==> config.mk <==
export PLATFORM = sky130hd
export DESIGN_NAME = panel_reset_seq
export DESIGN_NICKNAME = d
export VERILOG_FILES = /design/src/rtl/prs_pkg.sv /design/src/rtl/prs_prescaler.sv /design/src/rtl/prs_pulse_fsm.sv /design/src/rtl/prs_done_flag.sv /design/src/rtl/panel_reset_seq.sv
export SDC_FILE = /design/constraint.sdc
export NUM_CORES = 1
export LEC_CHECK = 0
export ABC_CLOCK_PERIOD_IN_PS = 2050
export BUFFER_PORTS_ARGS = -buffer_cell sky130_fd_sc_hd__buf_2
export CAP_MARGIN = 20
export CORE_AREA = 2 2 70 105
export DETAILED_ROUTE_END_ITERATION = 8
export DIE_AREA = 0 0 72 107
export PLACE_DENSITY = 0.58
export SLEW_MARGIN = 40
export SYNTH_ARGS = -nofsm -noshare
export SYNTH_HDL_FRONTEND = slang
export SYNTH_SLANG_ARGS = --single-unit
==> constraint.sdc <==
create_clock -name clk -period 2.05 [get_ports clk]
set_clock_uncertainty 0.05 [all_clocks]
set_input_delay 0.41 -clock clk [delete_from_list [all_inputs] [get_ports clk]]
set_output_delay 0.41 -clock clk [all_outputs]
set_load 0.02 [all_outputs]
==> src/rtl/prs_pkg.sv <==
package prs_pkg;

    localparam int unsigned WIDTH_W = 6;
    localparam int unsigned SEQ_W   = 3;
    localparam int unsigned RATIO_W = 4;

    typedef enum logic [1:0] {
        PRS_IDLE  = 2'd0,
        PRS_PULSE = 2'd1,
        PRS_GAP   = 2'd2
    } prs_state_e;

    // Prescaler counter width needed for the largest exponent.
    function automatic int unsigned pre_width(input int unsigned ratio_w);
        return (1 << ratio_w) - 1;
    endfunction

endpackage

==> src/rtl/prs_prescaler.sv <==
module prs_prescaler #(
    parameter int unsigned RATIO_W = prs_pkg::RATIO_W,
    localparam int unsigned PRE_W  = prs_pkg::pre_width(RATIO_W)
) (
    input  logic               clk,
    input  logic               rst,
    input  logic               clear_i,
    input  logic [RATIO_W-1:0] ratio_i,
    output logic               tick_o
);
    logic [PRE_W-1:0] cnt_q;
    logic [PRE_W-1:0] limit;

    // 2^ratio - 1, built by shifting an all-ones vector.
    assign limit  = {PRE_W{1'b1}} >> (PRE_W - int'(ratio_i));
    assign tick_o = !clear_i && (cnt_q == limit);

    always_ff @(posedge clk) begin
        if (rst || clear_i || tick_o) cnt_q <= '0;
        else                          cnt_q <= cnt_q + 1'b1;
    end
endmodule

==> src/rtl/prs_pulse_fsm.sv <==
module prs_pulse_fsm #(
    parameter int unsigned WIDTH_W = prs_pkg::WIDTH_W,
    parameter int unsigned SEQ_W   = prs_pkg::SEQ_W,
    parameter int unsigned RATIO_W = prs_pkg::RATIO_W
) (
    input  logic               clk,
    input  logic               rst,
    input  logic               start_i,
    input  logic [WIDTH_W-1:0] width_i,
    input  logic [SEQ_W-1:0]   count_i,
    input  logic [RATIO_W-1:0] ratio_i,
    input  logic               tick_i,
    output logic               pre_clr_o,
    output logic [RATIO_W-1:0] ratio_o,
    output logic               rst_n_o,
    output logic               busy_o,
    output logic               finish_o
);
    import prs_pkg::*;

    prs_state_e         st_q;
    logic [WIDTH_W-1:0] width_q, wid_cnt_q;
    logic [SEQ_W-1:0]   count_q, seq_cnt_q;
    logic [RATIO_W-1:0] ratio_q;
    logic               rst_n_q;
    logic               pulse_end;

    assign pulse_end = (st_q == PRS_PULSE) && tick_i && (wid_cnt_q == width_q);
    assign finish_o  = pulse_end && (seq_cnt_q == count_q);
    assign pre_clr_o = (st_q == PRS_IDLE);
    assign ratio_o   = ratio_q;
    assign rst_n_o   = rst_n_q;
    assign busy_o    = (st_q != PRS_IDLE);

    always_ff @(posedge clk) begin
        if (rst) begin
            st_q      <= PRS_IDLE;
            rst_n_q   <= 1'b1;
            width_q   <= '0;
            count_q   <= '0;
            ratio_q   <= '0;
            wid_cnt_q <= '0;
            seq_cnt_q <= '0;
        end else begin
            unique case (st_q)
                PRS_IDLE: begin
                    if (start_i) begin
                        width_q   <= width_i;
                        count_q   <= count_i;
                        ratio_q   <= ratio_i;
                        wid_cnt_q <= '0;
                        seq_cnt_q <= '0;
                        rst_n_q   <= 1'b0;
                        st_q      <= PRS_PULSE;
                    end
                end
                PRS_PULSE: begin
                    if (pulse_end) begin
                        rst_n_q <= 1'b1;
                        st_q    <= finish_o ? PRS_IDLE : PRS_GAP;
                    end else if (tick_i) begin
                        wid_cnt_q <= wid_cnt_q + 1'b1;
                    end
                end
                PRS_GAP: begin
                    if (tick_i) begin
                        rst_n_q   <= 1'b0;
                        wid_cnt_q <= '0;
                        seq_cnt_q <= seq_cnt_q + 1'b1;
                        st_q      <= PRS_PULSE;
                    end
                end
                default: st_q <= PRS_IDLE;
            endcase
        end
    end
endmodule

==> src/rtl/prs_done_flag.sv <==
module prs_done_flag (
    input  logic clk,
    input  logic rst,
    input  logic set_i,
    input  logic clr_i,
    input  logic mask_i,
    output logic done_o,
    output logic irq_o
);
    logic done_q;

    // Completion has priority over a simultaneous clear.
    always_ff @(posedge clk) begin
        if (rst)        done_q <= 1'b0;
        else if (set_i) done_q <= 1'b1;
        else if (clr_i) done_q <= 1'b0;
    end

    assign done_o = done_q;
    assign irq_o  = done_q && !mask_i;
endmodule

==> src/rtl/panel_reset_seq.sv <==
module panel_reset_seq #(
    parameter int unsigned WIDTH_W = prs_pkg::WIDTH_W,
    parameter int unsigned SEQ_W   = prs_pkg::SEQ_W,
    parameter int unsigned RATIO_W = prs_pkg::RATIO_W
) (
    input  logic               clk,
    input  logic               rst,
    input  logic               start_i,
    input  logic [WIDTH_W-1:0] width_i,
    input  logic [SEQ_W-1:0]   count_i,
    input  logic [RATIO_W-1:0] ratio_i,
    input  logic               done_clr_i,
    input  logic               done_mask_i,
    output logic               panel_rst_n_o,
    output logic               busy_o,
    output logic               done_o,
    output logic               done_irq_o
);
    logic               tick;
    logic               pre_clr;
    logic               finish;
    logic [RATIO_W-1:0] ratio_run;

    prs_prescaler #(.RATIO_W(RATIO_W)) u_pre (
        .clk     (clk),
        .rst     (rst),
        .clear_i (pre_clr),
        .ratio_i (ratio_run),
        .tick_o  (tick)
    );

    prs_pulse_fsm #(
        .WIDTH_W (WIDTH_W),
        .SEQ_W   (SEQ_W),
        .RATIO_W (RATIO_W)
    ) u_fsm (
        .clk       (clk),
        .rst       (rst),
        .start_i   (start_i),
        .width_i   (width_i),
        .count_i   (count_i),
        .ratio_i   (ratio_i),
        .tick_i    (tick),
        .pre_clr_o (pre_clr),
        .ratio_o   (ratio_run),
        .rst_n_o   (panel_rst_n_o),
        .busy_o    (busy_o),
        .finish_o  (finish)
    );

    prs_done_flag u_done (
        .clk    (clk),
        .rst    (rst),
        .set_i  (finish),
        .clr_i  (done_clr_i),
        .mask_i (done_mask_i),
        .done_o (done_o),
        .irq_o  (done_irq_o)
    );
endmodule

Word level (Yosys, flattened, before mapping)
Index checks and enable logic that the tools add are counted.
- add/sub/neg operators: 4
- reduce and logical (&&, ||, !) cells: 19
- shift-type cells: 1
- multiplexer cells: 19
- equal/unequal tests: 10
- operators by type and width (cell ; number):
    right shift 15 x 32 -> 15 bit, first input constant ; 1
    2-to-1 mux 6 bit ; 4
    case mux 6 bit (3 select lines) ; 1
    adder 15 x 1 -> 15 bit, second input constant ; 1
    == test 15 bit ; 1
    2-to-1 mux 2 bit ; 4
    adder 6 x 1 -> 6 bit, second input constant ; 1
    == test 6 bit ; 1
    2-to-1 mux 3 bit ; 2
    != test 2 x 1 -> 1 bit, second input constant ; 3
    case mux 2 bit (3 select lines) ; 1
    case mux 3 bit (2 select lines) ; 1
    AND reduction 3 bit ; 2
    nonzero test 2 bit ; 3
    logical AND 1 bit ; 5
    2-to-1 mux 1 bit ; 5
    AND reduction 5 bit ; 1
    subtractor 4 x 4 -> 5 bit, first input constant ; 1
    != test 2 bit, second input constant ; 2
    AND reduction 4 bit ; 1
    adder 3 x 1 -> 3 bit, second input constant ; 1
    == test 3 bit ; 1
    case mux 1 bit (3 select lines) ; 1
    nonzero test 3 bit ; 1
    other kinds (6) ; 8
- word-level logic and storage cells: 62
- output and inout port bits: 4
- register bits: 41

Longest topological paths before layout
- depth in word-level cells: 10
- mapped depth: 10

By module
Synthesis repeated with hierarchy kept, for this count alone.
- cell total of the unflattened synthesis: 290
- area total of the unflattened synthesis: 2314.7 um2
- by module, submodules not included (module ; area an instance (um2) ; sequential area each (um2) ; cells each ; instances):
    prs_prescaler ; 1149.9 ; 300.3 ; 147 ; 1
    prs_pulse_fsm ; 1119.8 ; 500.5 ; 138 ; 1
    prs_done_flag ; 45.0 ; 20.0 ; 5 ; 1

Worst setup path before layout
No wires, ideal clock.
- path type: register -> register
- start point: reg u_fsm.ratio_q[2], in the netlist u_fsm.ratio_o[2]
- end point: reg u_fsm.wid_cnt_q[1]
- setup slack: -201 ps
- cell stages (with the launch flop): 10
- data arrival time: 2073 ps
- buffers on the path: 1
- library setup time: 128 ps
- period minus slack after synthesis: 2251 ps
- cell sequence: dfxtp_1 > buf_6 > or4_1 > nand2_1 > nand3_1 > a211oi_4 > a41oi_4 > a21oi_1 > mux2i_1 > nor2_1
- word-level cells in the longest chain between the ends: 8
- RTL lines (item ; line ; RTL):
    start, declared ; prs_pulse_fsm.sv:24 ; logic [RATIO_W-1:0] ratio_q;
    start signal, assigned ; prs_pulse_fsm.sv:50 ; ratio_q <= ratio_i;
    subtractor 4 x 4 -> 5 bit (*) ; prs_prescaler.sv:15 ; assign limit = {PRE_W{1'b1}} >> (PRE_W - int'(ratio_i));
    right shift 15 x 32 -> 15 bit (*) ; prs_prescaler.sv:15 ;
    == test 15 bit (*) ; prs_prescaler.sv:16 ; assign tick_o = !clear_i && (cnt_q == limit);
    logical AND 1 bit (*) ; prs_prescaler.sv:16 ;
    logical AND 1 bit (2 in a row) ; prs_pulse_fsm.sv:28 ; assign pulse_end = (st_q == PRS_PULSE) && tick_i && (wid_cnt_q == width_q);
    != test 2 bit (no line) ; n/a ;
    AND reduction 5 bit (no line) (*) ; n/a ;
    end signal, assigned ; prs_pulse_fsm.sv:62 ; wid_cnt_q <= wid_cnt_q + 1'b1;
    end, declared ; prs_pulse_fsm.sv:22 ; logic [WIDTH_W-1:0] width_q, wid_cnt_q;
Every way passes the cells marked *; elsewhere a longest branch is shown, timed or not.
A chain may end at the register's enable or synchronous reset.

Worst setup path after layout
Same ends and word-level chain as after synthesis.

==> run summary <==
## Outcome
- **outcome** finished, violations left
- **failing checks** negative setup slack

## Synth
- **Most used DFF post-synth** sky130_fd_sc_hd__dfxtp_1
- **largest family of logic cells by synthesized area** simple AND/OR/NAND/NOR gates
- **Post-Synthesis Net Count** 293
- **count of warnings emitted by yosys** 0
- **simple-gate share of the synthesized area** 26.0%
- **share of flip-flops with an asynchronous set or reset** 0%
- **Synth Instances** 272
- **Post-Synthesis Cell Area** 0.00226 sq mm
- **mux cell area share after synthesis** 1.83%
- **number of different library cells in the post-synthesis netlist** 51
- **Post-Synth XOR/XNOR Area** 12.8%
- **sequential-to-total area share from yosys stat** 36.3%
- **register bit count reported by yosys** 41
- **adder-cell share of the synthesized area** 1.66%
- **synthesized-area fraction occupied by ao, oa, aoi and oai cells** 16.0%
- **EDFF count, synth** 0
- **Post-Synthesis Mean Instance Area** 8.31 sq um

## Layout
- **end-of-flow core utilization** 44.4%
- **Post-layout nets** 352
- **number of diodes** 0
- **share of cells above drive strength 1** 31.6%
- **Layout Cells excl Fill** 410
- **FILL cells** 669
- **area occupied by multi-input gates** 0.00145 sq mm
- **area used by sequential logic in the layout** 836 sq um
- **layout overhead on the synthesized area** 33.7%

## STA
- **unrepaired setup endpoints after global routing** yes
- **minimum setup slack in the final design** -0.294 ns
- **normalized max-slew margin** 53.2%
- **setup violation total in the final timing report** 27
- **final total negative setup slack** -4.58 ns
- **clock period minus final worst setup slack** 2.34 ns
- **ratio of final minimum period to clock period** 114%
- **final hold violation count** 0
- **Worst Tran Pin Value** 0.694 ns
- **Slew Viols, Final** 0
- **maximum clock rate** 0.427 GHz

## Power and ir drop
- **Max VDD drop** 0.400 mV
- **post-layout total power** 2020 uW
- **power density of the placed cells** 668 mW/mm^2
- **leakage power figure** 0.00121 uW

## Placement
- **final weighted congestion of routability-driven global placement** 0.800
- **count of buffers inserted at the top-level ports** 21
- **post-placement cell count** 395
- **Placement Setup Slack** -0.431 ns
- **total half-perimeter wirelength after legalization and detailed placement** 4080 um

## Clocking
- **TritonCTS Buffers** 5
- **Clk Latency, worst-skew pair** 0.29 ns
- **H-tree Lvls** 2
- **CTS root buffer** sky130_fd_sc_hd__clkbuf_8
- **CTS Sinks** 41
- **clock tree from TritonCTS** built
- **maximum buffer depth of the clock tree** 2
- **register clock-pin slew on the reported worst setup and hold paths** 0.08 ns

## Detailed routing
- **Via density** 5.04
- **Routed WL per cell** 13.7 um
- **detailed-route via count** 2068
- **total wire length** 5630 um
- **post-route ant nets** 0
- **Pre-Repair DR Iteration Count** 4
- **number of remaining DRC errors** 0
- **number of violations reported at the end of detailed-routing iteration 0** 123

## Min path
- **worst min path class** in2reg

## Floorplan
- **starting density of the core** 33.2%
- **Core Box Area** 0.00681 sq mm
- **die area** 0.00770 sq mm
- **horizontal die dimension** 72 um
- **number of core rows** 37
- **Boundary Pins** 22
- **Chip Height** 107 um

## GRT
- **most used routing layer** met2
- **all-layer global routing usage** 15.4%
- **Global Route met1 Usage** 15.6%
- **met2 layer usage reported by global route** 29.8%
- **number of global-route vias before repair** 2110
- **total congestion overflow** 0
- **largest net degree at the start of global routing** 23
- **met3 track demand over resource in global routing** 2.44%
- **global-route wire length before repair** 9390 um
- **initial antenna violation count** 0

## Job
- **Max-cap violations** 0

## Critical path
- **type of the setup path with the least slack** reg2reg
- **endpoint arrival time on the critical path** 2.48 ns
- **required time of the critical path** 2.19 ns
- **biggest cell delay along the critical path** 0.37 ns
- **critical-path cell with the highest stage delay** sky130_fd_sc_hd__dfxtp_4
- **CP startpoint kind** register
- **setup slack on the worst flop-to-flop path** -0.29 ns
- **Critical Path End Type** register
- **CP Cell Sequence** buf_6 -> buf_6 -> a2111oi_4 -> a31oi_2 -> nor4_4 -> buf_6 -> a41oi_4 -> a21oi_2 -> mux2i_1 -> nor2_1
- **Worst Path Max Fanout** 6
- **CP dominant cell by count** sky130_fd_sc_hd__buf_6

cell type report:
| type | count | share of cell area (%) |
|---|---|---|
| Tap cell | 78 | 3.23 |
| Sequential cell | 41 | 27.7 |
| Clock buffer | 5 | 2.28 |
| Multi-Input combinational cell | 210 | 47.8 |
| Inverter | 7 | 0.870 |
| Timing Repair Buffer | 66 | 15.8 |
| Clock inverter | 3 | 2.28 |
metrics by stage:
stage | hold slack, ns | instance area [sq um]
4_1_cts | 0.280 | 2920
6_report | 0.289 | 3020
3_5_place_dp | 0.407 | 2690
3_3_place_gp | 0.398 | 2690
2_1_floorplan | 0.398 | 2290
5_1_grt | 0.288 | 3020
power by group:
group | switching [uW] | total [uW] | internal (uW)
sequential | 28.4 | 849 | 820
clock | 299 | 790 | 490
combinational | 201 | 379 | 178
critical path: cells and delay by family (launching register included):
| family | cells | cell delay, ns |
|---|---|---|
| compound gates | 4 | 0.79 |
| flops | 1 | 0.37 |
| simple gates | 2 | 0.39 |
| mux | 1 | 0.20 |
| buf+inv | 3 | 0.43 |
state kept, by name, summed over array words and instances (netlist names):
register,flops
u_done.done_o,1
u_fsm.ratio_o,4
u_fsm.seq_cnt_q,3
u_fsm.wid_cnt_q,6
u_fsm.st_q,2
u_fsm.rst_n_o,1
u_pre.cnt_q,15
u_fsm.count_q,3
u_fsm.width_q,6
worst paths after layout:
check / start / end / cells after the start
setup / recovery: u_fsm.ratio_o[2] / u_fsm.wid_cnt_q[1] / 10
hold / removal: ratio_i[0] / u_fsm.ratio_o[0] / 3
setup reg to reg: u_fsm.ratio_o[2] / u_fsm.wid_cnt_q[1] / 10
hold reg to reg: u_fsm.count_q[1] / u_fsm.count_q[1] / 2
synth_stat cells (2+ instances only):
cell | number | area [sq um]
sky130_fd_sc_hd__nor3b_1 | 2 | 15.0
sky130_fd_sc_hd__xnor2_1 | 17 | 149
sky130_fd_sc_hd__a21oi_1 | 22 | 110
sky130_fd_sc_hd__and3_1 | 5 | 31.3
sky130_fd_sc_hd__nand2_1 | 35 | 131
sky130_fd_sc_hd__xor2_1 | 16 | 140
sky130_fd_sc_hd__o21ai_1 | 2 | 10.0
sky130_fd_sc_hd__o21ai_0 | 2 | 10.0
sky130_fd_sc_hd__nand4_1 | 2 | 12.5
sky130_fd_sc_hd__a31oi_1 | 2 | 12.5
sky130_fd_sc_hd__mux2i_1 | 3 | 30.0
sky130_fd_sc_hd__a211o_1 | 2 | 17.5
sky130_fd_sc_hd__buf_2 | 4 | 20.0
sky130_fd_sc_hd__buf_6 | 4 | 45.0
sky130_fd_sc_hd__nor2_1 | 35 | 131
sky130_fd_sc_hd__inv_1 | 6 | 22.5
sky130_fd_sc_hd__clkbuf_1 | 4 | 15.0
sky130_fd_sc_hd__a211oi_1 | 4 | 30.0
sky130_fd_sc_hd__ha_1 | 3 | 37.5
sky130_fd_sc_hd__nand3_1 | 15 | 75.1
sky130_fd_sc_hd__dfxtp_1 | 41 | 821
sky130_fd_sc_hd__nor2b_1 | 6 | 37.5
sky130_fd_sc_hd__nor3_1 | 8 | 40.0
sky130_fd_sc_hd__buf_4 | 2 | 15.0
sky130_fd_sc_hd__and4_1 | 3 | 26.3
sky130_fd_sc_hd__a2bb2oi_1 | 2 | 17.5
what timing repair did:
item                                    in CTS  in global routing
resized for setup                           17                 15
hold buffers                                 0                  0
buffers inserted                             3                  5
cloned                                       0                  0
pin swaps                                   13                 16
endpoints found under the setup margin      28                 28
metal layers:
layer  up-vias  share of wire [%]
li1       1055                  -
met1       981                 39
met2        22                 57
met3        10                2.0
met4         0                2.3
met5         -                  0
placed cells by master, fill, tap and decap left out, drive strengths merged, types with 3 or more instances in the layout:
cell,count
xnor2,17
inv,7
mux2i,3
a211oi,5
ha,3
dfxtp,41
clkbuf,5
a31oi,3
nand3,15
o21ai,4
xor2,16
buf,66
nor2,35
nand2,35
and4,3
nor2b,6
nor3,8
and3,5
a21oi,23
cell families (layout without fill, tap and decap cells):
| family | Yosys count | in the layout |
|---|---|---|
| muxes | 4 | 4 |
| AOI/OAI and AO/OA | 49 | 49 |
| and+or+nand+nor | 121 | 121 |
| DFF | 41 | 41 |
| xor gates and xnor gates | 33 | 33 |
| adders and majority gates | 3 | 3 |
| buffers and inverters | 21 | 81 |
(Power assumes the default switching activity.)
